**src/rtl/wbslot_pkg.sv**
```systemverilog
package wbslot_pkg;
  typedef enum logic [1:0] {
    FU_ADD  = 2'b00,
    FU_MUL  = 2'b01,
    FU_LOAD = 2'b10,
    FU_NONE = 2'b11
  } fu_class_e;

  function automatic int max3(input int a, input int b, input int c);
    int m;
    m = (a > b) ? a : b;
    return (m > c) ? m : c;
  endfunction
endpackage

```
**src/rtl/wbslot_class_decode.sv**
```systemverilog
module wbslot_class_decode
  import wbslot_pkg::*;
#(
  parameter int ADD_STAGES  = 4,
  parameter int MUL_STAGES  = 6,
  parameter int LOAD_STAGES = 2,
  parameter int W           = 6,
  parameter int IDXW        = 3
) (
  input  logic            dec_valid,
  input  logic [1:0]      dec_class,
  output logic            needs_slot,
  output logic [IDXW-1:0] slot_idx,
  output logic [W-1:0]    slot_mask
);
  // cycles to writeback = stages + 1; bit index = cycles - 2
  localparam int ADD_IDX  = ADD_STAGES - 1;
  localparam int MUL_IDX  = MUL_STAGES - 1;
  localparam int LOAD_IDX = LOAD_STAGES - 1;

  always_comb begin
    needs_slot = dec_valid;
    slot_idx   = '0;
    unique case (fu_class_e'(dec_class))
      FU_ADD:  slot_idx = IDXW'(ADD_IDX);
      FU_MUL:  slot_idx = IDXW'(MUL_IDX);
      FU_LOAD: slot_idx = IDXW'(LOAD_IDX);
      default: needs_slot = 1'b0;
    endcase
  end

  for (genvar g = 0; g < W; g++) begin : g_mask
    assign slot_mask[g] = needs_slot && (slot_idx == IDXW'(g));
  end
endmodule

```
**src/rtl/wbslot_shift_reg.sv**
```systemverilog
module wbslot_shift_reg #(
  parameter int W = 6
) (
  input  logic         clk,
  input  logic         rst_n,
  input  logic [W-1:0] claim_mask,
  output logic [W-1:0] vec
);
  logic [W-1:0] vec_nxt;

  always_comb begin
    vec_nxt = (vec | claim_mask) >> 1;
  end

  always_ff @(posedge clk or negedge rst_n) begin
    if (!rst_n) vec <= '0;
    else        vec <= vec_nxt;
  end

  // earlier claims survive, moved down one place
  a_r2_shift_keeps: assert property (@(posedge clk) disable iff (!rst_n)
    1'b1 |=> ((vec & ($past(vec) >> 1)) == ($past(vec) >> 1)));

  // top slot is always empty after a shift
  a_r2_top_zero: assert property (@(posedge clk) disable iff (!rst_n)
    1'b1 |=> (vec[W-1] == 1'b0));
endmodule

```
**src/rtl/wb_slot_resv.sv**
```systemverilog
module wb_slot_resv
  import wbslot_pkg::*;
#(
  parameter int ADD_STAGES  = 4,
  parameter int MUL_STAGES  = 6,
  parameter int LOAD_STAGES = 2,
  localparam int W          = max3(ADD_STAGES, MUL_STAGES, LOAD_STAGES),
  localparam int IDXW       = (W > 1) ? $clog2(W) : 1
) (
  input  logic         clk,
  input  logic         rst_n,
  input  logic         dec_valid,
  input  logic [1:0]   dec_class,
  output logic         dec_stall,
  output logic [W-1:0] resv_vec
);
  logic            needs_slot;
  logic [IDXW-1:0] slot_idx;
  logic [W-1:0]    slot_mask;
  logic [W-1:0]    claim_mask;

  wbslot_class_decode #(
    .ADD_STAGES(ADD_STAGES), .MUL_STAGES(MUL_STAGES), .LOAD_STAGES(LOAD_STAGES),
    .W(W), .IDXW(IDXW)
  ) u_dec (
    .dec_valid (dec_valid),
    .dec_class (dec_class),
    .needs_slot(needs_slot),
    .slot_idx  (slot_idx),
    .slot_mask (slot_mask)
  );

  always_comb begin
    dec_stall  = needs_slot && ((slot_mask & resv_vec) != '0);
    claim_mask = dec_stall ? '0 : slot_mask;
  end

  wbslot_shift_reg #(.W(W)) u_sr (
    .clk       (clk),
    .rst_n     (rst_n),
    .claim_mask(claim_mask),
    .vec       (resv_vec)
  );

  // a stalled slot claims nothing
  a_r6_stall_no_claim: assert property (@(posedge clk) disable iff (!rst_n)
    dec_stall |=> (resv_vec == ($past(resv_vec) >> 1)));

  // bubbles never stall and never claim
  a_r7_bubble_idle: assert property (@(posedge clk) disable iff (!rst_n)
    !dec_valid |-> (!dec_stall ##1 (resv_vec == ($past(resv_vec) >> 1))));

  // a granted instruction holds its slot next cycle
  a_r4_grant_holds: assert property (@(posedge clk) disable iff (!rst_n)
    (needs_slot && !dec_stall) |=> ((resv_vec & ($past(slot_mask) >> 1)) != '0));

  // a stall only happens for a real instruction
  a_r5_stall_valid: assert property (@(posedge clk) disable iff (!rst_n)
    dec_stall |-> dec_valid);
endmodule

```
**config.mk**
```make
export PLATFORM = sky130hd
export DESIGN_NAME = wb_slot_resv
export DESIGN_NICKNAME = d
export VERILOG_FILES = /design/src/rtl/wbslot_pkg.sv /design/src/rtl/wbslot_class_decode.sv /design/src/rtl/wbslot_shift_reg.sv /design/src/rtl/wb_slot_resv.sv
export SDC_FILE = /design/constraint.sdc
export NUM_CORES = 1
export LEC_CHECK = 0
export ABC_AREA = 1
export CAP_MARGIN = 20
export CORE_AREA = 2 2 39 41
export CTS_CLUSTER_SIZE = 8
export DETAILED_ROUTE_END_ITERATION = 6
export DIE_AREA = 0 0 41 43
export DONT_BUFFER_PORTS = 1
export PLACE_DENSITY = 0.44
export SYNTH_ARGS = -nofsm -noshare
export SYNTH_HDL_FRONTEND = slang
export SYNTH_HIERARCHICAL = 1
export SYNTH_SLANG_ARGS = --single-unit
```
**constraint.sdc**
```tcl
create_clock -name clk -period 1.51 [get_ports clk]
set_input_delay 0.2265 -clock clk [delete_from_list [all_inputs] [get_ports clk]]
set_output_delay 0.2265 -clock clk [all_outputs]
set_load 0.1 [all_outputs]
```
==> results.txt <==
Largest stage delay, worst path: 470 ps
Die ar.: 0.00176 mm²
Pre-CTS setup slack: 265 ps
Antenna violations before repair: 0
Final Util: 34.3%
Worst skew pair latency: 240 ps
Mapped Cells: 55
Largest regs: u_sr/vec: 5 flops
Mean area per synthesized cell: 6.26 µm²
Slew Limit Fails: 0
Peak supply drop: 0.498 mV
Static leakage: 0.248 nW
Starting density of the core: 24.9%
Fillers: 156
Flop pwr share: 29.1%
I/O pin cnt: 12
Buffers & Inverters on Critical Path: 1
Row cnt: 14
Register bank with the most flops: u_sr/vec
Maxcap violations: 0
Unrepaired setup endpoints after global routing: no
Crit share post-route: 93.8%
Logic pwr share: 43.1%
Setup Fix Bufs, Post-CTS: 0
CP cell instances: nand2_2, nand2_2, nor2_4, a21boi_4, buf_12
Syn Std Cell Area: 344 µm²
Post-route clock skew: 4.37 ps
Outcome: finished, final reports clean
Final Hold Fails: 0
Chip Width: 41 µm
Pint: 0.305 mW
Routed Antenna Nets: 0
Clock root buffer: clkbuf_4
CTS sink count: 5
Grt total ovfl: 0
Area growth syn-to-layout: 37.8%
Die Y: 43 µm
Setup ws final: 93.4 ps
Most common cell on crit path: nand2_2
TritonCTS clock tree: yes
Placed insts: 76
Hold Crit Class: in2reg
Yosys warnings: 6
# diodes: 0
Max reg flops: 5
Setup CP Type: reg2out
First-pass GRT wire length: 1.14 mm
CP max FO: 2
GRT Total Usage: 10.0%
Largest net degree at the start of global routing: 6
Setup TNS: 0 ps
Vias per inst: 3.68
1st-iter DRT viols: 8
Clock power frac: 27.8%
Critical path data required time: 1280 ps
CORE AREA: 0.00138 mm²
FMAX: 0.706 GHz
DRC: 0
TritonRoute pass-1 iters: 4
Crit path max-delay family: flip-flops
Most common cell after layout, fill and taps aside: inv_1
Startpoint types: flip-flop
Vias in the first global route: 303
Power per cell area: 1140 mW/mm²
CP max-delay cell: dfrtp_4
Minimum clock period: 1420 ps
Worst-path clk slew: 40 ps
Final Setup Violations: 0
DR WL/cell: 7.58 µm
Post-layout nets: 71
NetSw: 0.238 mW
Share of cells above drive strength 1: 29.2%
WHS: 195 ps
RD Place Congestion: 0.708
CTS H-tree lvls: 1
CTS Buffer Depth: 2
Total CTS buffers: 3
Arrival time worst endpoint: 1190 ps
Non-Filler Instances: 81
Final WL: 614 µm
HPWL after DPL: 539 µm
Commonest cells after routing, fill and taps aside: inv_1, nand2_1, a21oi_1, buf_4
Sw Ratio: 43.8%
PortBufs: 0
Critical Path End Type: output port
Vias: 298
power by group through the flow:
stage | Combinational, mW | Sequential, mW | Clock, mW
floorplan | 0.0930 | 0.259 | 0
global placement | 0.229 | 0.161 | 0
detailed placement | 0.229 | 0.160 | 0
CTS | 0.234 | 0.158 | 0.159
global route | 0.250 | 0.159 | 0.169
finish | 0.234 | 0.158 | 0.151
repair_timing:
item,CTS,global route
gates resized for setup,0,0
endpoints found under the hold margin,5,0
hold buffers,1,0
tightest hold or removal path, stage by stage:
cell and delay, ps:
nand2_1 40, nor2_1 40, inv_1 40, a21oi_1 40
metal layers:
metal,up-vias,global-route usage [%],part of all wire [%]
met5,-,0,0
met4,0,2.00,0
li1,164,-,-
met2,6,13.4,52
met1,128,12.2,41
met3,0,8.38,7.0
per-stage QoR:
| stage | total power [mW] | cell area [µm²] |
|---|---|---|
| 2_1_floorplan | 0.353 | 383 |
| 3_3_place_gp | 0.390 | 438 |
| 3_5_place_dp | 0.390 | 438 |
| 4_1_cts | 0.551 | 474 |
| 5_1_grt | 0.578 | 474 |
| 6_report | 0.543 | 474 |
path summary, 6_finish.rpt:
path	cells past startpoint	start	endpoint	slack, ps
worst max-delay path	5	u_sr/vec[3]	dec_stall	90
worst min-delay path	4	dec_class[0]	u_sr/vec[4]	200
worst max register to register	7	u_sr/vec[3]	u_sr/vec[2]	390
worst min register to register	3	u_sr/vec[2]	u_sr/vec[1]	750
max in group asynchronous	1	rst_n	u_sr/vec[1]	1010
min in group asynchronous	1	rst_n	u_sr/vec[0]	280
layout make-up:
class	instances	area [µm²]	share of cell area, %
Sequential cell	5	133	28.0
Inverter	17	63.8	13.5
Tap cell	16	20.0	4.22
Clock buffer	4	26.3	5.54
Multi-Input combinational cell	31	156	33.0
Timing Repair Buffer	8	75.1	15.8
Power figures use the tool's default switching activity.
